`config.mk`:
```
export PLATFORM = sky130hd
export DESIGN_NAME = static_br_pred
export DESIGN_NICKNAME = d
export VERILOG_FILES = /design/src/rtl/sbp_pkg.sv /design/src/rtl/sbp_tgt_calc.sv /design/src/rtl/sbp_dir_predict.sv /design/src/rtl/sbp_id_slot.sv /design/src/rtl/sbp_sat_counter.sv /design/src/rtl/static_br_pred.sv
export SDC_FILE = /design/constraint.sdc
export NUM_CORES = 1
export LEC_CHECK = 0
export ABC_AREA = 1
export BUFFER_PORTS_ARGS = -buffer_cell sky130_fd_sc_hd__buf_2
export CAP_MARGIN = 20
export CORE_MARGIN = 2
export CORE_UTILIZATION = 40
export CTS_CLUSTER_SIZE = 14
export DETAILED_ROUTE_END_ITERATION = 7
export PLACE_DENSITY = 0.67
export SYNTH_ARGS = -nofsm -noshare
export SYNTH_HDL_FRONTEND = slang
export SYNTH_SLANG_ARGS = --single-unit
```
`constraint.sdc`:
```
create_clock -name clk -period 7.28 [get_ports clk]
set_input_delay 1.092 -clock clk [delete_from_list [all_inputs] [get_ports clk]]
set_output_delay 1.092 -clock clk [all_outputs]
set_load 0.05 [all_outputs]
```
`src/rtl/sbp_pkg.sv`:
```
package sbp_pkg;
   typedef enum logic {
      PRED_NOT_TAKEN = 1'b0,
      PRED_TAKEN     = 1'b1
   } pred_e;
endpackage

```
`src/rtl/sbp_tgt_calc.sv`:
```
// Sequential and branch-target address arithmetic.
module sbp_tgt_calc #(
   parameter int PC_W  = 32,
   parameter int OFF_W = 16,
   parameter int SHIFT = 2
) (
   input  logic [PC_W-1:0]  pc,
   input  logic [OFF_W-1:0] off,
   output logic [PC_W-1:0]  seq_pc,
   output logic [PC_W-1:0]  tgt_pc
);
   localparam int EXT_W = PC_W - OFF_W;
   localparam logic [PC_W-1:0] STEP = PC_W'(1 << SHIFT);

   logic [PC_W-1:0] off_ext;
   logic [PC_W-1:0] off_scaled;

   assign off_ext = {{EXT_W{off[OFF_W-1]}}, off};

   generate
      if (SHIFT == 0) begin : g_byte_units
         assign off_scaled = off_ext;
      end else begin : g_word_units
         assign off_scaled = {off_ext[PC_W-1-SHIFT:0], {SHIFT{1'b0}}};
      end
   endgenerate

   assign seq_pc = pc + STEP;
   assign tgt_pc = pc + off_scaled;
endmodule

```
`src/rtl/sbp_dir_predict.sv`:
```
// Fetch-stage guess: backward offset -> taken, otherwise sequential.
module sbp_dir_predict
   import sbp_pkg::*;
#(
   parameter int PC_W  = 32,
   parameter int OFF_W = 16,
   parameter int SHIFT = 2
) (
   input  logic [PC_W-1:0]  pc,
   input  logic             br_found,
   input  logic [OFF_W-1:0] off,
   output pred_e            pred,
   output logic [PC_W-1:0]  pred_pc
);
   logic [PC_W-1:0] seq_pc;
   logic [PC_W-1:0] tgt_pc;

   sbp_tgt_calc #(.PC_W(PC_W), .OFF_W(OFF_W), .SHIFT(SHIFT)) u_calc (
      .pc     (pc),
      .off    (off),
      .seq_pc (seq_pc),
      .tgt_pc (tgt_pc)
   );

   always_comb begin
      pred = (br_found && off[OFF_W-1]) ? PRED_TAKEN : PRED_NOT_TAKEN;
      pred_pc = (pred == PRED_TAKEN) ? tgt_pc : seq_pc;
   end
endmodule

```
`src/rtl/sbp_id_slot.sv`:
```
// One-entry record of the branch in decode, and its resolution.
module sbp_id_slot
   import sbp_pkg::*;
#(
   parameter int PC_W  = 32,
   parameter int OFF_W = 16,
   parameter int SHIFT = 2
) (
   input  logic             clk,
   input  logic             rst_n,
   input  logic             capture,
   input  logic [PC_W-1:0]  pc_in,
   input  logic [OFF_W-1:0] off_in,
   input  pred_e            pred_in,
   input  logic             taken,
   output logic             mispredict,
   output logic [PC_W-1:0]  fix_pc
);
   logic             slot_vld;
   logic [PC_W-1:0]  slot_pc;
   logic [OFF_W-1:0] slot_off;
   pred_e            slot_pred;
   logic [PC_W-1:0]  seq_pc;
   logic [PC_W-1:0]  tgt_pc;

   sbp_tgt_calc #(.PC_W(PC_W), .OFF_W(OFF_W), .SHIFT(SHIFT)) u_calc (
      .pc     (slot_pc),
      .off    (slot_off),
      .seq_pc (seq_pc),
      .tgt_pc (tgt_pc)
   );

   always_ff @(posedge clk or negedge rst_n) begin
      if (!rst_n) begin
         slot_vld  <= 1'b0;
         slot_pc   <= '0;
         slot_off  <= '0;
         slot_pred <= PRED_NOT_TAKEN;
      end else begin
         slot_vld <= capture && !mispredict;
         if (capture) begin
            slot_pc   <= pc_in;
            slot_off  <= off_in;
            slot_pred <= pred_in;
         end
      end
   end

   always_comb begin
      mispredict = slot_vld && (taken != (slot_pred == PRED_TAKEN));
      fix_pc     = taken ? tgt_pc : seq_pc;
   end

   AST_SLOT_CLEARS: assert property (@(posedge clk) disable iff (!rst_n)
      mispredict |=> !slot_vld) else $error("squashed branch tracked");
endmodule

```
`src/rtl/sbp_sat_counter.sv`:
```
// Saturating event counter.
module sbp_sat_counter #(
   parameter int W = 16
) (
   input  logic         clk,
   input  logic         rst_n,
   input  logic         inc,
   output logic [W-1:0] cnt
);
   localparam logic [W-1:0] TOP = {W{1'b1}};

   always_ff @(posedge clk or negedge rst_n) begin
      if (!rst_n)                  cnt <= '0;
      else if (inc && cnt != TOP)  cnt <= cnt + 1'b1;
   end

   AST_CNT_STEP: assert property (@(posedge clk) disable iff (!rst_n)
      (inc && cnt != TOP) |=> cnt == $past(cnt) + 1'b1) else $error("count step");
   AST_CNT_SAT: assert property (@(posedge clk) disable iff (!rst_n)
      (cnt == TOP) |=> cnt == TOP) else $error("count wrapped");
   AST_CNT_IDLE: assert property (@(posedge clk) disable iff (!rst_n)
      !inc |=> $stable(cnt)) else $error("count moved idle");
endmodule

```
`src/rtl/static_br_pred.sv`:
```
module static_br_pred
   import sbp_pkg::*;
#(
   parameter int PC_W        = 32,
   parameter int OFF_W       = 16,
   parameter int INSTR_BYTES = 4,
   parameter int CNT_W       = 16
) (
   input  logic             clk,
   input  logic             rst_n,
   input  logic [PC_W-1:0]  pc_if,
   input  logic             br_found,
   input  logic [OFF_W-1:0] br_offset,
   input  logic             br_taken_id,
   output logic [PC_W-1:0]  next_pc,
   output logic             ifid_flush,
   output logic [CNT_W-1:0] mispredict_cnt
);
   localparam int SHIFT = $clog2(INSTR_BYTES);
   localparam logic [PC_W-1:0] STEP = PC_W'(INSTR_BYTES);

   generate
      if ((1 << SHIFT) != INSTR_BYTES) begin : g_bad_step
         $error("INSTR_BYTES must be a power of two");
      end
      if (PC_W <= OFF_W + SHIFT) begin : g_bad_width
         $error("PC_W must exceed OFF_W plus the offset shift");
      end
      if (CNT_W < 1) begin : g_bad_cnt
         $error("CNT_W must be at least 1");
      end
   endgenerate

   pred_e           if_pred;
   logic [PC_W-1:0] if_pred_pc;
   logic            mispredict;
   logic [PC_W-1:0] fix_pc;

   sbp_dir_predict #(.PC_W(PC_W), .OFF_W(OFF_W), .SHIFT(SHIFT)) u_pred (
      .pc       (pc_if),
      .br_found (br_found),
      .off      (br_offset),
      .pred     (if_pred),
      .pred_pc  (if_pred_pc)
   );

   sbp_id_slot #(.PC_W(PC_W), .OFF_W(OFF_W), .SHIFT(SHIFT)) u_slot (
      .clk        (clk),
      .rst_n      (rst_n),
      .capture    (br_found),
      .pc_in      (pc_if),
      .off_in     (br_offset),
      .pred_in    (if_pred),
      .taken      (br_taken_id),
      .mispredict (mispredict),
      .fix_pc     (fix_pc)
   );

   sbp_sat_counter #(.W(CNT_W)) u_cnt (
      .clk   (clk),
      .rst_n (rst_n),
      .inc   (mispredict),
      .cnt   (mispredict_cnt)
   );

   assign ifid_flush = mispredict;
   assign next_pc    = mispredict ? fix_pc : if_pred_pc;

   // Reference offset for checks, built separately from the target adders.
   logic [PC_W-1:0] chk_off;
   assign chk_off = PC_W'($signed(br_offset)) * STEP;

   AST_FWD_SEQ: assert property (@(posedge clk) disable iff (!rst_n)
      (!ifid_flush && !(br_found && br_offset[OFF_W-1])) |-> next_pc == pc_if + STEP)
      else $error("sequential fetch");
   AST_BACK_TGT: assert property (@(posedge clk) disable iff (!rst_n)
      (!ifid_flush && br_found && br_offset[OFF_W-1]) |-> next_pc == pc_if + chk_off)
      else $error("backward guess");
   AST_FLUSH_ONCE: assert property (@(posedge clk) disable iff (!rst_n)
      ifid_flush |=> !ifid_flush) else $error("flush repeated");
   AST_FLUSH_CAUSE: assert property (@(posedge clk) disable iff (!rst_n)
      ifid_flush |-> $past(br_found)) else $error("flush without branch");
   AST_FIX_NT: assert property (@(posedge clk) disable iff (!rst_n)
      (ifid_flush && !br_taken_id) |-> next_pc == $past(pc_if) + STEP)
      else $error("not-taken repair");
   AST_FIX_T: assert property (@(posedge clk) disable iff (!rst_n)
      (ifid_flush && br_taken_id) |-> next_pc == $past(pc_if) + $past(chk_off))
      else $error("taken repair");
endmodule

```
==> out/qor.csv, run 1 <==
metric,value,unit
Die X-Extent,141,um
CP max FO,38,
total grt overflow,0,
Sw Pwr,709,uW
Starting DRT DRC Count,615,
clk sinks,66,
crit path kind,input pin to primary output,
Peak supply drop,0.000105,V
Sequential Power Share,26.6,%
DRT Pass-1 Iters,5,
Clock power frac,31.2,%
final wirelength,22900,um
path category of the worst min-delay check,flop to flop,
Mapped Cells,1313,
vias,8007,
total CTS buffers,9,
most frequent cells in the layout,"556 x nand2_1, 224 x inv_1, 110 x nor2_1",
fin. max-slew vios,0,
first-pass GRT wire length,37100,um
"Seq/Total Area, Yosys",22.1,%
# H-tree levels,3,
ys async rst share,100,%
total track usage,23.3,%
layout cells sized above 1,10.2,%
Synth-to-Final Area Change,14.4,%
Initial Util,40.4,%
die height,141,um
I/O Pins,101,
fin crit period,5.32,ns
"flops & latches, synth",66,
CP arrival,4.23,ns
GPL Wtd Cong,0.970,
Avg WL per Cell,13.9,um
DRC Markers,0,
"area leader, netlist",nand2_1,
RSZ-0062 raised after global routing,false,
Logic pwr share,42.2,%
number of core rows,50,
Sw Ratio,43.0,%
setup_tns,0,ns
"commonest non-fill, non-tap cell in the layout",nand2_1,
Die ar.,19800,sq um
library cells used by synthesis,37,
Syn Nets,1426,
Yosys top cell area share,27.9,%
Final Power,1.65,mW
via-per-instance ratio,4.86,
Pwr Density,192,nW/um^2
vias in the first global route,7491,
worst skew pair latency,0.34,ns
TritonCTS clock tree,done,
Max clock buf depth,2,
Critical Path RT,6.19,ns
dpl hpwl,18700,um
Post-CTS Setup Repair Bufs,0,
pin slew with the least headroom to its limit,0.844,ns
CORE AREA,18500,sq um
port bufs,100,
endpoints failing hold,0,
Lkg Pwr,5.32,nW
synth top area cells,"nand2_1 28%, dfrtp_1 22%, inv_1 11%, ha_1 9.9%, nand3_1 5.8%",
synthesized area per cell,5.70,sq um
final setup fails,0,
largest net degree at the start of global routing,67,
fmax,188,MHz
worst hold slack,0.477,ns
antenna fix cells,0,
status,finished clean,
Post-synth top flop,dfrtp_1,
Critical Path Sink Type,primary output,
Post-Syn Area,7480,sq um
hold buffer count at cts,0,
P_int,938,uW
Clock Tree Root,clkbuf_16,
fin crit share,73.1,%
"EDFF count, synth",0,
Syn. warnings,0,
Total Nets Final,1521,
relative slew slack,43.7,%
Post-DRT Antenna Nets,0,
initial antenna violation count,0,
clock transition at the registers of the reported paths,0.05,ns
Max Cap Viol,0,
clk_skew,0.00945,ns
Startpoint Class,input pin,
CTS resizes,0,
## cell families (layout without fill, tap and decap cells)
family | count (synthesis) | in the layout | share of synthesized area, %
simple gates | 808 | 808 | 44.6
flops | 66 | 66 | 22.1
buf+inv | 245 | 345 | 12.5
xor+xnor | 23 | 23 | 2.69
compound gates | 110 | 110 | 7.68
fa+ha+maj | 61 | 61 | 10.4
## critical path: stages
cell,delay (ns)
buf_2,0.07
buf_4,0.33
nand2_2,0.33
or2_2,0.38
ha_1,0.23
fa_1,0.43
nand3_1,0.11
nand3_1,0.18
nand3_1,0.14
nand3_2,0.13
a21oi_1,0.15
o21ai_0,0.13
o21ai_0,0.18
buf_2,0.34
## worst paths after layout
kind | start | end | slack (ns) | cells past startpoint
max in group asynchronous | rst_n | u_slot.slot_pc[31]$_DFFE_PN0P_ | 5.78 | 2
worst max-delay path | br_found | next_pc[14] | 1.96 | 14
worst max register to register | u_slot.slot_pred$_DFFE_PN0P_ | u_cnt.cnt[15]$_DFFE_PN0P_ | 5.30 | 7
worst min-delay path | u_slot.slot_off[15]$_DFFE_PN0P_ | u_slot.slot_off[15]$_DFFE_PN0P_ | 0.48 | 2
min in group asynchronous | rst_n | u_cnt.cnt[0]$_DFFE_PN0P_ | 0.94 | 2
worst min register to register | u_slot.slot_off[15]$_DFFE_PN0P_ | u_slot.slot_off[15]$_DFFE_PN0P_ | 0.48 | 2
## metrics by stage
| stage | worst slack [ns] | utilization (%) | cells | instance area, sq um |
|---|---|---|---|---|
| after floorplan | 2.40 | - | 1313 | 7480 |
| after global placement | 2.03 | 44.3 | 1631 | 8210 |
| after detailed placement | 1.98 | 44.3 | 1631 | 8210 |
| after CTS | 1.97 | 46.2 | 1647 | 8560 |
| after global routing | 1.72 | 46.2 | 1647 | 8560 |
| final | 1.96 | 46.2 | 1647 | 8560 |
## area by class of cell
cell class,count,area [sq um]
clock inverters,6,113
inverters,226,848
well taps,234,293
repair buffers,103,523
fillers,2013,9960
clock buffers,10,239
flip-flops and latches,66,1650
multi-input cells,1002,4890
## layer usage
metal / share of wire (%) / wire length, um / vias to the layer above / GRT usage, %
met5: 0 / 0 / - / 0
met4: 2.5 / 567 / 0 / 7.47
met3: 4.4 / 998 / 37 / 1.66
met2: 45 / 10400 / 225 / 38.8
met1: 48 / 10900 / 3523 / 32.4
li1: - / - / 4222 / -
## cells in the mapped netlist, drive strengths merged, types with 7 or more instances
cell type / instances
o21ai: 48
dfrtp: 66
xor2: 16
nand4: 7
nor2: 116
a21oi: 52
nand3: 91
inv: 225
xnor2: 7
buf: 11
nand2: 567
o21bai: 7
nand3b: 8
clkbuf: 8
nor3: 13
ha: 59
## sequential cells by signal, indices dropped and copies added, names as in the netlist
signal / flops
u_cnt.cnt: 16
u_slot.slot_off: 16
u_slot.slot_pc: 32
u_slot.slot_pred: 1
u_slot.slot_vld: 1
## power by group through the flow
stage	Clock, mW	Sequential, mW	Combinational, mW
6_report	0.513	0.438	0.696
5_1_grt	0.532	0.443	0.766
4_1_cts	0.521	0.437	0.693
3_5_place_dp	0	0.443	0.689
3_3_place_gp	0	0.443	0.684
2_1_floorplan	0	0.480	0.465
(Power assumes the default switching activity.)
==> run 2: changes to the inputs <==
--- a/config.mk
+++ b/config.mk
@@ -12,7 +12,7 @@
 export CORE_UTILIZATION = 40
 export CTS_CLUSTER_SIZE = 14
 export DETAILED_ROUTE_END_ITERATION = 7
-export PLACE_DENSITY = 0.67
+export PLACE_DENSITY = 0.69
 export SYNTH_ARGS = -nofsm -noshare
 export SYNTH_HDL_FRONTEND = slang
 export SYNTH_SLANG_ARGS = --single-unit
==> constraint.sdc (replaced) <==
create_clock -name clk -period 4.7 [get_ports clk]
set_input_delay 0.705 -clock clk [delete_from_list [all_inputs] [get_ports clk]]
set_output_delay 0.705 -clock clk [all_outputs]
set_load 0.05 [all_outputs]
==> out/qor.csv, run 2 (same netlist as run 1, synthesis figures left out) <==
metric,value,unit
CORE AREA,18500,sq um
Post-DRT Antenna Nets,0,
TritonCTS clock tree,done,
Clock Tree Root,clkbuf_16,
die height,141,um
layout cells sized above 1,10.2,%
vias in the first global route,7454,
crit path kind,input pin to primary output,
most frequent cells in the layout,"556 x nand2_1, 224 x inv_1, 110 x nor2_1",
fin crit period,4.01,ns
final wirelength,22700,um
Synth-to-Final Area Change,13.9,%
Critical Path RT,3.99,ns
fin. max-slew vios,0,
Total Nets Final,1523,
Peak supply drop,0.000133,V
total grt overflow,0,
Pwr Density,285,nW/um^2
fin worst setup slack,0.686,ns
R2R depth,9,
endpoints failing hold,0,
relative slew slack,42.8,%
Startpoint Class,input pin,
CP max FO,18,
fmax,249,MHz
DRT Pass-1 Iters,5,
total track usage,23.1,%
setup_tns,0,ns
CTS resizes,0,
vias,8091,
hold buffer count at cts,0,
clk sinks,66,
DRC Markers,0,
Final Non-Filler Cells,1649,
total CTS buffers,9,
first-pass GRT wire length,36600,um
clock transition at the registers of the reported paths,0.06,ns
clk_skew,0.00420,ns
Max clock buf depth,2,
worst skew pair latency,0.33,ns
max reg flops,32,
Lkg Pwr,5.30,nW
Post-CTS Setup Repair Bufs,0,
path category of the worst min-delay check,input pin to async pin,
initial antenna violation count,0,
"commonest non-fill, non-tap cell in the layout",nand2_1,
port bufs,100,
status,finished clean,
largest net degree at the start of global routing,39,
antenna fix cells,0,
Inst Count DP,1633,
Initial Util,40.4,%
final instance area,8520,sq um
placed cell area,8220,sq um
dpl hpwl,18800,um
RSZ-0062 raised after global routing,false,
Reg2Reg Setup Slack,2.77,ns
Avg WL per Cell,13.8,um
Biggest register,u_slot.slot_pc,
Die ar.,19800,sq um
via-per-instance ratio,4.91,
number of core rows,50,
final setup fails,0,
fin crit share,85.4,%
# H-tree levels,3,
GPL Wtd Cong,0.966,
largest registers,"u_slot.slot_pc: 32 flops, u_cnt.cnt: 16 flops, u_slot.slot_off: 16 flops",
DP Worst Slack,0.698,ns
Die X-Extent,141,um
Starting DRT DRC Count,544,
pin slew with the least headroom to its limit,0.857,ns
CP arrival,3.31,ns
final core occ,46.0,%
I/O Pins,101,
Critical Path Sink Type,primary output,
Max Cap Viol,0,
==> run 2: changes by cell type in the layout (fill, tap and decap cells not counted) <==
cell        change
buf_4           +2
bufinv_16       -2
clkbuf_1        +2
clkinvlp_4      +1
inv_6           -1
==> run 2: stage by stage <==
stage	power [mW]	hold slack, ns
2_1_floorplan	1.46	0.409
3_3_place_gp	1.74	0.462
3_5_place_dp	1.75	0.465
4_1_cts	2.44	0.479
5_1_grt	2.59	0.498
6_report	2.43	0.478
==> run 2: worst paths after layout <==
check / startpoint / end
worst max-delay path: br_taken_id / next_pc[18]
worst min-delay path: rst_n / u_cnt.cnt[4]$_DFFE_PN0P_
worst max register to register: u_slot.slot_pred$_DFFE_PN0P_ / u_cnt.cnt[15]$_DFFE_PN0P_
worst min register to register: u_slot.slot_pc[12]$_DFFE_PN0P_ / u_slot.slot_pc[12]$_DFFE_PN0P_
max in group asynchronous: rst_n / u_slot.slot_pc[16]$_DFFE_PN0P_
min in group clk: u_slot.slot_pc[12]$_DFFE_PN0P_ / u_slot.slot_pc[12]$_DFFE_PN0P_
==> run 2: report_power, final <==
part	internal, mW	switching [mW]
clock	0.425	0.254
combinational	0.293	0.783
sequential	0.627	0.0496
==> run 2: worst max-delay path, stage by stage <==
cell	delay (ns)
buf_2	0.31
nand2_1	0.15
inv_1	0.42
ha_1	0.39
nand2_1	0.14
inv_1	0.05
nand2_1	0.06
nand2_1	0.08
o21bai_1	0.18
nor2_1	0.22
nor2_1	0.06
o21ai_1	0.22
buf_2	0.31
==> run 2: metal layers <==
layer | up-vias | global-route usage [%] | share of wire, %
met4 | 0 | 6.95 | 2.4
met3 | 34 | 2.58 | 4.9
met5 | - | 0 | 0
met2 | 212 | 38.7 | 46
li1 | 4231 | - | -
met1 | 3614 | 31.5 | 47
==> run 2: cell type report <==
class / count / area (sq um)
Tap cell: 234 / 293
Clock inverter: 4 / 51.3
Multi-Input combinational cell: 1002 / 4890
Fill cell: 2013 / 10000
Timing Repair Buffer: 105 / 538
Sequential cell: 66 / 1650
Inverter: 226 / 848
Clock buffer: 12 / 246
==> run 3: changes to the inputs <==
--- a/config.mk
+++ b/config.mk
@@ -8,7 +8,8 @@
 export ABC_AREA = 1
 export BUFFER_PORTS_ARGS = -buffer_cell sky130_fd_sc_hd__buf_2
 export CAP_MARGIN = 20
-export CORE_MARGIN = 2
+export CORE_ASPECT_RATIO = 1.5
+export CORE_MARGIN = 3
 export CORE_UTILIZATION = 40
 export CTS_CLUSTER_SIZE = 14
 export DETAILED_ROUTE_END_ITERATION = 7
==> out/qor.csv, run 3 (same netlist as run 1, synthesis figures left out) <==
metric,value,unit
Worst R2R Start,u_slot.slot_pred$_DFFE_PN0P_,
Critical Path RT,3.99,ns
Biggest register,u_slot.slot_pc,
fin crit share,86.2,%
Total Nets Final,1523,
setup_tns,0,ns
final setup fails,0,
largest net degree at the start of global routing,48,
FILL cells,2002,
Initial Util,41.2,%
CP Cell Sequence,buf_2 > nand2_1 > ha_1 > fa_1 > nand3_1 > nand3_2 > nand2_1 > nand2_1 > inv_1 > o21ai_0 > nand2_1 > nand3_1 > o21ai_1 > buf_2,
die height,174,um
Post-CTS Setup Repair Bufs,0,
status,finished clean,
Peak supply drop,0.000384,V
worst skew pair latency,0.34,ns
largest registers,"u_slot.slot_pc: 32 flops, u_cnt.cnt: 16 flops, u_slot.slot_off: 16 flops",
WP buf/inv,3,
Setup crit start,br_taken_id,
layout cells sized above 1,10.2,%
final instance area,8580,sq um
path category of the worst min-delay check,input pin to async pin,
CTS resizes,0,
Synth-to-Final Area Change,14.7,%
Max Cap Viol,0,
"Slowest-stage cell, CP",fa_1,
dpl hpwl,20400,um
clk sinks,66,
CP dominant cell by count,nand2_1,
CP arrival,3.35,ns
DR WL met2,12200,um
most frequent cells in the layout,"556 x nand2_1, 224 x inv_1, 110 x nor2_1",
"commonest non-fill, non-tap cell in the layout",nand2_1,
Inst Count DP,1647,
CORE AREA,18200,sq um
worst hold slack,0.370,ns
DP Worst Slack,0.735,ns
fmax,247,MHz
DRC Markers,0,
Startpoint Class,input pin,
RSZ-0062 raised after global routing,false,
largest delay contributor family on the critical path,simple AND/OR/NAND/NOR gates,
antenna fix cells,0,
clock transition at the registers of the reported paths,0.06,ns
final core occ,47.2,%
I/O Pins,101,
TritonCTS clock tree,done,
CP max stage delay,0.46,ns
Max clock buf depth,2,
placed cell area,8240,sq um
Final Power,2.54,mW
highest metal used,met4,
first-pass GRT wire length,39300,um
Critical Path Sink Type,primary output,
crit path kind,input pin to primary output,
CP max FO,18,
total CTS buffers,9,
initial antenna violation count,0,
Met3 Wirelength,1240,um
vias,8284,
DRT Pass-1 Iters,6,
endpoints failing hold,0,
Final Non-Filler Cells,1663,
clk_skew,0.00655,ns
fin crit period,4.05,ns
Die X-Extent,118,um
Post-DRT Antenna Nets,0,
number of core rows,60,
Clock Tree Root,clkbuf_16,
max reg flops,32,
port bufs,100,
final wirelength,24900,um
Starting DRT DRC Count,710,
fin worst setup slack,0.647,ns
total track usage,24.1,%
fin. max-slew vios,0,
pin slew with the least headroom to its limit,0.613,ns
GPL Wtd Cong,0.955,
relative slew slack,59.2,%
vias in the first global route,7723,
hold buffer count at cts,0,
Lkg Pwr,5.32,nW
DRT met1 WL,10600,um
Avg WL per Cell,15.0,um
# H-tree levels,3,
Pwr Density,296,nW/um^2
via-per-instance ratio,4.98,
Die ar.,20400,sq um
total grt overflow,0,
[run 3: changes by cell type in the layout (fill, tap and decap cells not counted), sizes merged]
cell | previous run | this run
bufinv | 1 | 2
clkinvlp | 1 | 0
inv | 225 | 226
clkinv | 3 | 1
clkbuf | 12 | 13
[run 3: area by class of cell]
class / instances / area, sq um / area share, %
inverter: 226 / 848 / 9.89
multi-input combinational: 1002 / 4890 / 57.0
clock inverter: 3 / 68.8 / 0.802
sequential: 66 / 1650 / 19.3
tap: 248 / 310 / 3.62
timing repair buffer: 105 / 538 / 6.27
clock buffer: 13 / 270 / 3.15
[run 3: final timing paths]
check,cells after the start,slack [ns],end
max,14,0.65,next_pc[16]
min,1,0.37,u_slot.slot_pc[26]$_DFFE_PN0P_
max reg2reg,9,2.71,u_cnt.cnt[15]$_DFFE_PN0P_
min reg2reg,2,0.48,u_slot.slot_pc[4]$_DFFE_PN0P_
max in group asynchronous,2,3.32,u_cnt.cnt[8]$_DFFE_PN0P_
min in group clk,2,0.48,u_slot.slot_pc[4]$_DFFE_PN0P_
[run 3: where the power goes]
group | internal (mW) | leakage, nW | total (mW) | switching (mW)
registers | 0.627 | 0.820 | 0.682 | 0.0550
logic | 0.293 | 4.34 | 1.09 | 0.793
clock network | 0.510 | 0.166 | 0.772 | 0.262
total | 1.43 | 5.32 | 2.54 | 1.11
[run 3: per-layer routing]
| layer | track usage (%) | vias up |
|---|---|---|
| met2 | 42.7 | 279 |
| met4 | 8.85 | 0 |
| met5 | 0 | - |
| li1 | - | 4232 |
| met1 | 29.5 | 3730 |
| met3 | 3.36 | 43 |
